$ cat src/rtl/rxq_pkg.sv
// Shared definitions for the receive queue.
// Assumes three error flags per character and an 8-bit character.
package rxq_pkg;
    localparam int unsigned RXQ_DW = 8;
    localparam int unsigned RXQ_EW = 3;

    typedef struct packed {
        logic [RXQ_EW-1:0] err;
        logic [RXQ_DW-1:0] data;
    } rxq_word_t;

    // Hysteresis margin selected by the 2-bit field.
    function automatic int unsigned hyst_of(input logic [1:0] sel);
        case (sel)
            2'd0:    return 0;
            2'd1:    return 4;
            2'd2:    return 6;
            default: return 8;
        endcase
    endfunction

    // Threshold selected by the 2-bit field, relative to queue depth.
    function automatic int unsigned trig_of(input logic [1:0] sel, input int unsigned depth);
        case (sel)
            2'd0:    return depth / 8;
            2'd1:    return depth / 4;
            2'd2:    return depth - 8;
            default: return depth - 4;
        endcase
    endfunction
endpackage

$ cat src/rtl/rxq_store.sv
// Circular store of received words with a fill level counter.
// Assumes DEPTH is a power of two so that the pointers wrap naturally.
// A write into a full store is dropped and raises a sticky overrun flag
// that the next successful pop clears. A pop of an empty store changes nothing.
module rxq_store
    import rxq_pkg::*;
#(
    parameter int unsigned DEPTH = 64,
    localparam int unsigned AW = $clog2(DEPTH),
    localparam int unsigned CW = $clog2(DEPTH + 1)
) (
    input  logic            clk,
    input  logic            rst_n,
    input  logic            wr_req,
    input  rxq_word_t       wr_word,
    input  logic            rd_req,
    output rxq_word_t       rd_word,
    output logic            rd_ok,
    output logic [CW-1:0]   level,
    output logic            ovr
);
    rxq_word_t       mem [DEPTH];
    logic [AW-1:0]   wptr, rptr;
    logic            full, empty, wr_ok;

    assign full  = (level == CW'(DEPTH));
    assign empty = (level == '0);
    assign wr_ok = wr_req && !full;
    assign rd_ok = rd_req && !empty;

    // Store the incoming word at the write pointer.
    always_ff @(posedge clk) begin
        if (wr_ok) mem[wptr] <= wr_word;
    end

    // Advance pointers and level, and capture the popped word.
    always_ff @(posedge clk) begin
        if (!rst_n) begin
            wptr    <= '0;
            rptr    <= '0;
            level   <= '0;
            rd_word <= '0;
        end else begin
            if (wr_ok) wptr <= wptr + 1'b1;
            if (rd_ok) begin
                rptr    <= rptr + 1'b1;
                rd_word <= mem[rptr];
            end
            level <= level + CW'(wr_ok) - CW'(rd_ok);
        end
    end

    // Sticky overrun: set by a dropped write, cleared by a pop.
    always_ff @(posedge clk) begin
        if (!rst_n)              ovr <= 1'b0;
        else if (wr_req && full) ovr <= 1'b1;
        else if (rd_ok)          ovr <= 1'b0;
    end
endmodule

$ cat src/rtl/rxq_timeout.sv
// Counts character-time ticks since the last queue activity and requests
// service after LIMIT idle character times while the queue holds data.
// Assumes activity and tick are single-cycle pulses in the clock domain.
module rxq_timeout #(
    parameter int unsigned LIMIT = 4,
    localparam int unsigned TW = $clog2(LIMIT + 1)
) (
    input  logic clk,
    input  logic rst_n,
    input  logic activity,
    input  logic tick,
    input  logic nonempty,
    output logic req
);
    logic [TW-1:0] idle;

    // Restart on activity or empty queue, otherwise count ticks up to LIMIT.
    always_ff @(posedge clk) begin
        if (!rst_n)                               idle <= '0;
        else if (activity || !nonempty)           idle <= '0;
        else if (tick && idle != TW'(LIMIT))      idle <= idle + 1'b1;
    end

    assign req = nonempty && (idle == TW'(LIMIT));
endmodule

$ cat src/rtl/rxq_rts.sv
// Automatic RTS with hysteresis: deasserts (high) at the threshold and
// reasserts (low) once the level falls to threshold minus margin.
// Assumes margin never exceeds threshold. Held low while disabled.
module rxq_rts #(
    parameter int unsigned CW = 7
) (
    input  logic          clk,
    input  logic          rst_n,
    input  logic          en,
    input  logic [CW-1:0] level,
    input  logic [CW-1:0] trig,
    input  logic [CW-1:0] hyst,
    output logic          rts_n
);
    logic [CW-1:0] low_mark;

    assign low_mark = trig - hyst;

    // Hysteretic RTS state update.
    always_ff @(posedge clk) begin
        if (!rst_n)                rts_n <= 1'b0;
        else if (!en)              rts_n <= 1'b0;
        else if (level >= trig)    rts_n <= 1'b1;
        else if (level <= low_mark) rts_n <= 1'b0;
    end
endmodule

$ cat src/rtl/rxq_flow.sv
// Receive queue of one UART channel with threshold status, character
// timeout, overrun flag and automatic RTS flow control.
// Assumes DEPTH is a power of two and at least 64, so that every threshold
// is at least the largest hysteresis margin.
module rxq_flow
    import rxq_pkg::*;
#(
    parameter int unsigned DEPTH    = 64,
    parameter int unsigned TO_CHARS = 4
) (
    input  logic                          clk,
    input  logic                          rst_n,
    input  logic                          rx_valid,
    input  logic [7:0]                    rx_data,
    input  logic [2:0]                    rx_err,
    input  logic                          rd_en,
    output logic [7:0]                    rd_data,
    output logic [2:0]                    rd_err,
    input  logic [1:0]                    trig_sel,
    input  logic [1:0]                    hyst_sel,
    input  logic                          arts_en,
    input  logic                          char_tick,
    input  logic                          cnt_show,
    output logic [$clog2(DEPTH+1)-1:0]    cnt_out,
    output logic                          trig_hit,
    output logic                          tmo_req,
    output logic                          rx_irq,
    output logic                          ovr_flag,
    output logic                          rts_n
);
    localparam int unsigned CW = $clog2(DEPTH + 1);

    rxq_word_t       in_word, out_word;
    logic [CW-1:0]   level, trig_lvl, hyst_lvl;
    logic            rd_ok;

    assign in_word = '{err: rx_err, data: rx_data};
    assign rd_data = out_word.data;
    assign rd_err  = out_word.err;

    // Decode threshold and hysteresis selections.
    always_comb begin
        trig_lvl = CW'(trig_of(trig_sel, DEPTH));
        hyst_lvl = CW'(hyst_of(hyst_sel));
    end

    rxq_store #(.DEPTH(DEPTH)) u_store (
        .clk     (clk),
        .rst_n   (rst_n),
        .wr_req  (rx_valid),
        .wr_word (in_word),
        .rd_req  (rd_en),
        .rd_word (out_word),
        .rd_ok   (rd_ok),
        .level   (level),
        .ovr     (ovr_flag)
    );

    rxq_timeout #(.LIMIT(TO_CHARS)) u_tmo (
        .clk      (clk),
        .rst_n    (rst_n),
        .activity (rx_valid || rd_ok),
        .tick     (char_tick),
        .nonempty (level != '0),
        .req      (tmo_req)
    );

    rxq_rts #(.CW(CW)) u_rts (
        .clk   (clk),
        .rst_n (rst_n),
        .en    (arts_en),
        .level (level),
        .trig  (trig_lvl),
        .hyst  (hyst_lvl),
        .rts_n (rts_n)
    );

    // Live status outputs.
    always_comb begin
        trig_hit = (level >= trig_lvl);
        rx_irq   = trig_hit || tmo_req;
        cnt_out  = cnt_show ? level : '0;
    end
endmodule

$ cat config.mk
export PLATFORM = sky130hd
export DESIGN_NAME = rxq_flow
export DESIGN_NICKNAME = d
export VERILOG_FILES = /design/src/rtl/rxq_pkg.sv /design/src/rtl/rxq_store.sv /design/src/rtl/rxq_timeout.sv /design/src/rtl/rxq_rts.sv /design/src/rtl/rxq_flow.sv
export SDC_FILE = /design/constraint.sdc
export NUM_CORES = 1
export LEC_CHECK = 0
export ABC_AREA = 0
export BUFFER_PORTS_ARGS = -buffer_cell sky130_fd_sc_hd__buf_2
export CORE_MARGIN = 2
export CORE_UTILIZATION = 55
export CTS_CLUSTER_SIZE = 16
export DETAILED_ROUTE_END_ITERATION = 8
export PLACE_DENSITY = 0.8
export SETUP_SLACK_MARGIN = 0.4
export SLEW_MARGIN = 20
export SYNTH_ARGS = -nofsm -noshare
export SYNTH_HDL_FRONTEND = slang
export SYNTH_SLANG_ARGS = --single-unit
$ cat constraint.sdc
create_clock -name clk -period 3.64 [get_ports clk]
set_input_delay 0.728 -clock clk [delete_from_list [all_inputs] [get_ports clk]]
set_output_delay 0.728 -clock clk [all_outputs]
set_load 0.01 [all_outputs]
* Word-level counts from Yosys, hierarchy flattened
Memories as Yosys holds them, arrays and structs flattened. A register that Yosys moved wholly into a read port is not among the register bits.
Cells that the tools add are included.
** Operators by class
- Shift-type cells :: 0
- Bitwise operators :: 1
- Equal/unequal tests :: 7
- Muxes and demuxes :: 9
- Multipliers :: 0
- Add/subtract/negate cells :: 6
- Reduce and logical (&&, ||, !) cells :: 20
- Div/mod/pow operators :: 0
- Magnitude comparators :: 2
** Operators by type and width (number)
- case mux 6 bit (3 select lines) :: 1
- adder 6 x 1 -> 6 bit (second input constant) :: 2
- case mux 4 bit (3 select lines) :: 1
- adder 7 x 1 -> 7 bit :: 1
- equality test 7 bit (second input constant) :: 1
- >= comparator 7 x 6 -> 1 bit :: 1
- less-or-equal comparator 7 bit :: 1
- zero test 7 bit :: 1
- 2-to-1 mux 7 bit :: 1
- nonzero test 7 bit :: 1
- subtractor 6 x 4 -> 7 bit :: 1
- subtractor 7 x 1 -> 7 bit :: 1
- 2-to-1 mux 1 bit :: 6
- logical AND 1 bit :: 5
- equality test 2 x 1 -> 1 bit (second input constant) :: 2
- equality test 2 bit (second input constant) :: 2
- zero test 1 bit :: 4
- zero test 2 bit :: 2
- nonzero test 2 bit :: 2
- adder 3 x 1 -> 3 bit (second input constant) :: 1
- equality test 3 bit (second input constant) :: 1
- logical OR 1 bit :: 3
- inequality test 3 bit (second input constant) :: 1
- AND reduction 2 bit :: 1
- other kinds (2) :: 2
** Word-level totals
- Memories :: 1
- Memory bits (writable) :: 704
- Bits in read-only memories :: 0
- Bits in latches :: 0
- Flip-flop bits (word level) :: 24
- Word-level logic and storage cells :: 52
- Output and inout bits :: 23
- Input port bits :: 22
** Memory list
- u_store.mem :: words 64, width 11, rd ports 1, clocked after memory_dff 1, wr ports 1, line rxq_store.sv:22 : rxq_word_t mem [DEPTH];

* Depth between registers and ports, before layout
Gate-level depths: netlist (run 1).
- Word-level depth :: 6
- Gate-level depth with buffers :: 14
- Gate-level depth less buffers :: 14

* Modules after synthesis
From an unflattened synthesis (run 1), not the netlist that was laid out.
** Unflattened totals
- Cells, all modules :: 1740
- Area total of the unflattened synthesis :: 29971.2 µm²
** Modules (own cells, without submodules)
- rxq_store :: cells an instance 1600, area each 28891.5 µm², seq. area each 21760.9 µm², instances 1
- rxq_rts :: cells an instance 85, area each 638.1 µm², seq. area each 20.0 µm², instances 1
- rxq_flow :: cells an instance 36, area each 241.5 µm², seq. area each 0.0 µm², instances 1
- rxq_timeout :: cells an instance 19, area each 200.2 µm², seq. area each 60.1 µm², instances 1

* Worst setup path after synthesis (run 1)
OpenSTA, ideal clock, no wires.
- Path type :: input to register
- Start :: input hyst_sel[0]
- End :: register u_rts.rts_n
- Required time :: 3.524 ns
- Buffers on the path :: 0
- Data arrival time :: 2.865 ns
- Library setup time :: 0.116 ns
- Stages :: 11
- Path slack :: 0.658 ns
- Cells stage by stage :: inv_1 ha_1 ha_1 nor2b_1 o21ai_0 nand2b_1 or3_1 ha_1 nand4_1 o311a_1 o211a_1
** Between the ends
- Cells in the longest elaborated chain, start to end :: 5
- Elaborated cells between the ends (all ways) :: 7
- Classes of those cells :: add/sub: 1; order compare: 1; eq/ne: 2; mux: 1; reduce/logical: 2
** Ends and longest elaborated chain
- start: declaration :: line rxq_flow.sv:20 : input logic [1:0] hyst_sel,
- equality test 2 bit (tied with other cells) :: line rxq_pkg.sv:14 : case (sel)
- case mux 4 bit (3 select lines) (*) :: line rxq_pkg.sv:14
- subtractor 6 x 4 -> 7 bit (*) :: line rxq_rts.sv:17 : assign low_mark = trig - hyst;
- less-or-equal comparator 7 bit (*) :: line rxq_rts.sv:24 : else if (level <= low_mark) rts_n <= 1'b0;
- nonzero test 2 bit (no line) (*)
- end signal: assignment :: line rxq_rts.sv:21 : if (!rst_n) rts_n <= 1'b0;
- end signal: assignment :: line rxq_rts.sv:23 : else if (level >= trig) rts_n <= 1'b1;
- end signal: assignment :: line rxq_rts.sv:24
- end: declaration :: line rxq_rts.sv:13 : output logic rts_n
Every way passes the cells marked *; elsewhere a longest branch is shown, timed or not.
A chain may end at the register's enable or synchronous reset.

==> run_results.csv, run 1 <==
group,metric,value,unit
power,cellLeakagePower,10.7,nW
sta,fin_tns_setup,0,ns
critical_path,cp_max_fo,42,
placed_design,dpl_cell_area,30800,um^2
yosys,ys_async_sr_fraction,0,
yosys,synth_fp_nets,1638,
yosys,syn_area_per_cell,18.5,um^2
sta,period_needed,3.15,ns
global_route,grt_use_met1,0.325,
critical_path,critPathCaptureType,"register",
layout,area_growth,13.1,%
layout,multiInputGateArea,6940,um^2
critical_path,cp-start-kind,"register",
yosys,yosys.area.top_type,"edfxtp_1",
detailed_routing,wirelength,66800,um
critical_path,critPathTopFamily,"compound AO/OA/AOI/OAI gates",
yosys,ys_top_cells_by_area,"edfxtp_1 (72%), mux4_2 (7.7%), mux2i_1 (3.0%), mux2_2 (2.5%), dfxtp_1 (2.4%)",
hold_path,hp-class,"input port to register",
yosys,yosysMostFrequentCell,"edfxtp_1",
power,p_per_area,582,nW/um^2
yosys,ys_warn_count,0,
detailed_routing,drt-initial-drc-count,2105,
clock_tree,cts-htree-levels,3,
floorplanning,fp.coreArea,52700,um^2
critical_path,path_cells,"buf_4, mux4_2, nand2_1, a21oi_1, o41ai_1, buf_4, o211ai_1",
critical_path,crit_arrival,3.63,ns
layout,final_util,0.631,
sta,drv_slew,0,
global_route,grt-ovfl-total,0,
detailed_routing,wl_per_cell,27.0,um
floorplanning,dieHeight,235,um
sta,post-route-period-util,0.865,
clock_tree,ctsHoldBuffers,0,
floorplanning,dieArea,55200,um^2
clock_tree,cts_buffer_depth,3,
detailed_routing,vias,15636,
layout,seq_area,21900,um^2
yosys,synthFlopType,"edfxtp_1",
sta,max_slew_margin,0.285,
global_route,grt-busiest-layer,"met2",
yosys,synthTopCellsByCount,"edfxtp_1 (704), mux4_2 (100), nor2_1 (94)",
sta,holdWs,0.349,ns
detailed_routing,dr.pass1.iters,7,
sta,hold_viol,0,
yosys,synth_seq_area_share,0.744,
floorplanning,start_util,0.557,
placed_design,dp_hpwl,40200,um
yosys,yosysUniqueCellTypes,71,
global_route,grt_pass1_wl,100000,um
yosys,ys_seq_elements,739,
floorplanning,die_x,235,um
critical_path,critPathMaxStageDelay,0.79,ns
critical_path,cp_common_cell,"buf_4",
clock_tree,clock_sinks,739,
critical_path,crit_buf_inv,2,
detailed_routing,vias_per_cell,6.33,
clock_tree,cts_buffers,72,
layout,fin_nets,1777,
global_route,grt_max_degree,65,
yosys,synth_top_area_share,0.720,
layout,stdcell_area,33200,um^2
yosys,synth_cells,1587,
layout,fillers,3411,
clock_tree,cts_tree,"done",
clock_tree,clk_latency,0.62,ns
layout,drive_above_1_share,0.250,
layout,antenna-diode-count,0,
yosys,syn_area,29400,um^2
sta,finalSetupViolCount,0,
global_route,gr-usage-met3,0.0448,
detailed_routing,ant_nets,0,
yosys,synth_edf_count,704,
sta,rsz0062_at_grt,"false",
critical_path,path_class,"register to register",
job,maxCapViolations,0,
sta,max_freq,318,MHz
placed_design,io_buffers,44,
placed_design,gp_congestion,0.837,
global_route,grt_pass1_vias,15984,
floorplanning,io_pins,45,
global_route,antenna_found_initial,0,
critical_path,slowest_stage,"dfxtp_4",
sta,worstMarginPinSlew,1.07,ns
layout,final_cells,2471,
status,status,"finished clean",
clock_tree,cts_setup_buffers,0,
global_route,met2_usage,0.392,
detailed_routing,drc,0,
power,peakVddDrop,0.000323,V
global_route,grt_usage,0.242,
sta,finalClockSkew,0.0327,ns
floorplanning,rows,84,
clock_tree,cts_root_buffer,"clkbuf_16",
critical_path,required,4.12,ns
clock_tree,path_clk_slew,0.06,ns
placed_design,dp.cells,2340,
path summary, 6_finish.rpt:
check,endpoint,slack [ns],cells past startpoint,start
worst max register to register,u_store.rd_word[3]$_SDFFE_PN0P_,0.49,7,u_store.rptr[1]$_SDFFE_PN0P_
worst min-delay path,u_rts.rts_n$_SDFFE_PN0P_,0.35,2,arts_en
worst min register to register,u_store.rd_word[9]$_SDFFE_PN0P_,0.48,2,u_store.rd_word[9]$_SDFFE_PN0P_
worst max-delay path,u_store.rd_word[3]$_SDFFE_PN0P_,0.49,7,u_store.rptr[1]$_SDFFE_PN0P_
report_power, final:
part | leakage (nW) | switching (mW) | internal (mW)
Sequential | 6.62 | 0.207 | 9.44
Clock | 1.16 | 3.10 | 4.35
Combinational | 2.94 | 1.23 | 1.02
Total | 10.7 | 4.54 | 14.8
through the flow:
step | total power [mW] | setup WS, ns
detailed placement | 12.0 | 0.348
floorplan | 11.3 | 0.658
global placement | 12.0 | 0.427
CTS | 19.4 | 0.529
finish | 19.3 | 0.493
global route | 19.9 | 0.471
cells by family after synthesis:
family | after synthesis | synth area share
and+or+nand+nor | 254 | 0.0400
AOI/OAI and AO/OA | 182 | 0.0442
adders and majority gates | 29 | 0.0129
DFF | 739 | 0.744
xor gates and xnor gates | 15 | 0.00448
buffers and inverters | 110 | 0.0201
muxes | 258 | 0.134
layout by cell type (no fill, tap or decap), types with 10 or more instances in the layout:
master	count
mux4_2	100
nand3_1	15
edfxtp_1	704
mux2_2	66
nor2_1	89
a31oi_1	10
nand2_1	86
buf_4	106
dfxtp_1	31
buf_2	40
ha_1	27
and2_1	11
clkinv_2	11
inv_1	21
o22ai_1	17
a22oi_1	28
mux2i_1	87
clkbuf_1	20
o41ai_1	10
nand4_1	13
clkbuf_16	73
a21oi_1	41
o21ai_0	10
o211ai_1	10
o22a_1	10
metal layers:
metal	share of wire	vias to the layer above	routed length [um]
met1	0.38	7950	25200
met5	0	-	0
met3	0.094	165	6270
met2	0.49	872	32700
met4	0.039	0	2640
li1	-	6649	-
area by class of cell:
class	instances	area share
clock buffer	99	0.0598
clock inverter	32	0.0116
inverter	24	0.00271
multi-input combinational	738	0.209
sequential	739	0.658
tap	688	0.0259
timing repair buffer	151	0.0330
worst reg2reg max path, stage by stage (launching register included):
cell and delay (ns):
dfxtp_4 0.79, buf_4 0.49, mux4_2 0.57, nand2_1 0.09
a21oi_1 0.10, o41ai_1 0.61, buf_4 0.24, o211ai_1 0.11
flip-flops by register name, summed over array words and instances (netlist names):
name and flops:
u_store.mem 704, u_store.ovr 1, u_tmo.idle 3, u_store.level 7, u_store.rd_word 11, u_store.rptr 6
u_store.wptr 6, u_rts.rts_n 1
what timing repair did:
action                                  in CTS  in global routing
gates resized for setup                      0                  1
hold endpoints to repair                     0                  0
endpoints found under the setup margin       0                  1
No activity file was read; power rests on OpenSTA's default activity.
==> run 2: changes to the inputs <==
--- a/config.mk
+++ b/config.mk
@@ -7,7 +7,6 @@
 export LEC_CHECK = 0
 export ABC_AREA = 0
 export BUFFER_PORTS_ARGS = -buffer_cell sky130_fd_sc_hd__buf_2
-export CORE_MARGIN = 2
 export CORE_UTILIZATION = 55
 export CTS_CLUSTER_SIZE = 16
 export DETAILED_ROUTE_END_ITERATION = 8
==> constraint.sdc (replaced) <==
create_clock -name clk -period 3.25 [get_ports clk]
set_input_delay 0.65 -clock clk [delete_from_list [all_inputs] [get_ports clk]]
set_output_delay 0.65 -clock clk [all_outputs]
set_load 0.01 [all_outputs]
==> run 2 against run 1 <==
Against the previous run: combinational power rose by 24%; sequential share of layout area fell by 0.40 points; clock-buffer cell count fell by 1; utilization rose by 0.41 points; clock skew fell by 0.0021 ns; die area fell by 1.7%; critical path type unchanged.
==> run_results.csv, run 2 (same netlist as run 1, synthesis figures left out) <==
group,metric,value,unit
status,status,"finished clean",
critical_path,cp-start-kind,"register",
sta,max_freq,348,MHz
clock_tree,path_clk_slew,0.07,ns
global_route,grt_pass1_vias,16222,
layout,area_growth,13.9,%
critical_path,path_cells,"and2b_1, nand2_1, nor2_1, o41ai_1, o211ai_1",
global_route,gr-usage-met3,0.0494,
power,p_per_area,643,nW/um^2
detailed_routing,drc,0,
layout,reg_top3,"u_store.mem: 704 flops, u_store.rd_word: 11 flops, u_store.level: 7 flops",
critical_path,crit_arrival,3.32,ns
hold_path,hp-class,"input port to register",
layout,final_util,0.635,
power,peakVddDrop,0.000468,V
layout,largest_reg_flops,704,
floorplanning,dieHeight,233,um
placed_design,dp_hpwl,42500,um
clock_tree,cts_tree,"done",
global_route,grt_max_degree,65,
critical_path,rr_startpoint,"u_store.rptr[3]$_SDFFE_PN0P_",
detailed_routing,wirelength,69400,um
placed_design,gp_congestion,0.959,
sta,finalClockSkew,0.0306,ns
placed_design,io_buffers,44,
critical_path,critPathCaptureType,"register",
floorplanning,dieArea,54300,um^2
global_route,grt_pass1_wl,103000,um
critical_path,slowest_stage,"o41ai_1",
detailed_routing,ant_nets,0,
clock_tree,cts_root_buffer,"clkbuf_16",
floorplanning,start_util,0.557,
clock_tree,clk_latency,0.61,ns
layout,fillers,3404,
power,p_sw,5.12,mW
hold_path,worstHoldEndpoint,"u_rts.rts_n$_SDFFE_PN0P_",
detailed_routing,vias,16013,
detailed_routing,vias_per_cell,6.38,
global_route,grt-ovfl-total,0,
power,cellLeakagePower,10.9,nW
global_route,antenna_found_initial,0,
detailed_routing,dr.pass1.iters,8,
job,maxCapViolations,0,
layout,final_common_cell,"edfxtp_1",
critical_path,r2r.worst_path.cells,5,
hold_path,min_path_cells,2,
critical_path,cp_max_fo,15,
floorplanning,die_x,233,um
floorplanning,io_pins,45,
global_route,met2_usage,0.436,
sta,period_needed,2.88,ns
power,power.share.combinational,0.130,
clock_tree,cts-htree-levels,3,
critical_path,path_class,"register to register",
critical_path,required,3.69,ns
clock_tree,cts_buffer_depth,3,
hold_path,hold_start,"arts_en",
layout,stdcell_area,33400,um^2
global_route,grt-busiest-layer,"met2",
critical_path,critPathMaxStageDelay,0.95,ns
sta,post-route-period-util,0.885,
global_route,grt_usage,0.262,
critical_path,r2r_end,"u_store.rd_word[10]$_SDFFE_PN0P_",
sta,fin_tns_setup,0,ns
clock_tree,clock_sinks,739,
power,power.internal,16.4,mW
layout,final_cell_mix,"edfxtp_1 (704), buf_4 (137), mux4_2 (100)",
layout,antenna-diode-count,0,
clock_tree,cts_buffers,71,
global_route,grt_use_met1,0.347,
layout,drive_above_1_share,0.265,
detailed_routing,wl_per_cell,27.7,um
sta,drv_slew,0,
detailed_routing,drt-initial-drc-count,2094,
critical_path,crit_buf_inv,0,
power,sequentialPowerShare,0.501,
power,power.share.clock,0.369,
critical_path,reg2reg_slack,0.37,ns
layout,regMostFlops,"u_store.mem",
floorplanning,rows,84,
layout,fin_nets,1814,
sta,max_slew_margin,0.266,
floorplanning,fp.coreArea,52700,um^2
placed_design,dpl_cell_area,31100,um^2
critical_path,critPathTopFamily,"compound AO/OA/AOI/OAI gates",
sta,worstMarginPinSlew,1.10,ns
sta,finalSetupViolCount,0,
sta,rsz0062_at_grt,"true",
power,sw_frac_of_total,0.238,
sta,hold_viol,0,
-- run 2: metrics by stage --
| stage | worst slack [ns] | cells | total power, mW | hold slack (ns) |
|---|---|---|---|---|
| after global placement | 0.211 | 2368 | 13.5 | 0.461 |
| after floorplan | 0.423 | 1587 | 12.7 | 0.452 |
| after global routing | 0.335 | 2509 | 22.2 | 0.292 |
| after CTS | 0.348 | 2500 | 21.4 | 0.276 |
| after detailed placement | 0.173 | 2368 | 13.6 | 0.492 |
| final | 0.374 | 2509 | 21.5 | 0.293 |
-- run 2: area by class of cell --
cell class	count	area [um^2]	area share
Sequential cell	739	21900	0.654
Multi-Input combinational cell	738	6960	0.208
Clock buffer	98	1980	0.0593
Timing Repair Buffer	189	1420	0.0426
Tap cell	688	861	0.0258
Clock inverter	33	245	0.00734
Inverter	24	90.1	0.00270
-- run 2: how the worst max path moves through the flow --
stage / cells after the start / endpoint / from
floorplan: 11 / u_rts.rts_n$_SDFFE_PN0P_ / hyst_sel[0]
global placement: 12 / u_rts.rts_n$_SDFFE_PN0P_ / hyst_sel[0]
detailed placement: 14 / u_rts.rts_n$_SDFFE_PN0P_ / hyst_sel[0]
CTS: 8 / u_store.mem[46][3]$_DFFE_PP_ / u_store.level[4]$_SDFF_PN0_
global route: 8 / rx_irq / u_store.level[2]$_SDFF_PN0_
finish: 5 / u_store.rd_word[10]$_SDFFE_PN0P_ / u_store.rptr[3]$_SDFFE_PN0P_
-- run 2: worst register-to-register path, delay by kind of cell, from the launching register on --
| family | cells | cell delay (ns) |
|---|---|---|
| compound gates | 2 | 1.15 |
| flops | 1 | 0.57 |
| simple gates | 3 | 1.00 |
-- run 2: what timing repair did --
item | in CTS | in global routing
gates resized for setup | 4 | 16
buffers inserted | 1 | 9
hold buffers | 0 | 0
setup endpoints to repair | 133 | 338
pin swaps | 3 | 6
-- run 2: per-layer routing --
metal | part of all wire | vias to the layer above
met1 | 0.37 | 8230
met2 | 0.50 | 934
li1 | - | 6720
met4 | 0.029 | 0
met5 | 0 | -
met3 | 0.095 | 129
-- run 2: power by group through the flow --
stage                     combinational [mW]  clock (mW)  sequential (mW)
after floorplan                         1.85           0             10.9
after global routing                    2.99        8.38             10.8
after detailed placement                2.61           0             11.0
after CTS                               2.66        8.00             10.8
final                                   2.79        7.92             10.8
after global placement                  2.54           0             11.0
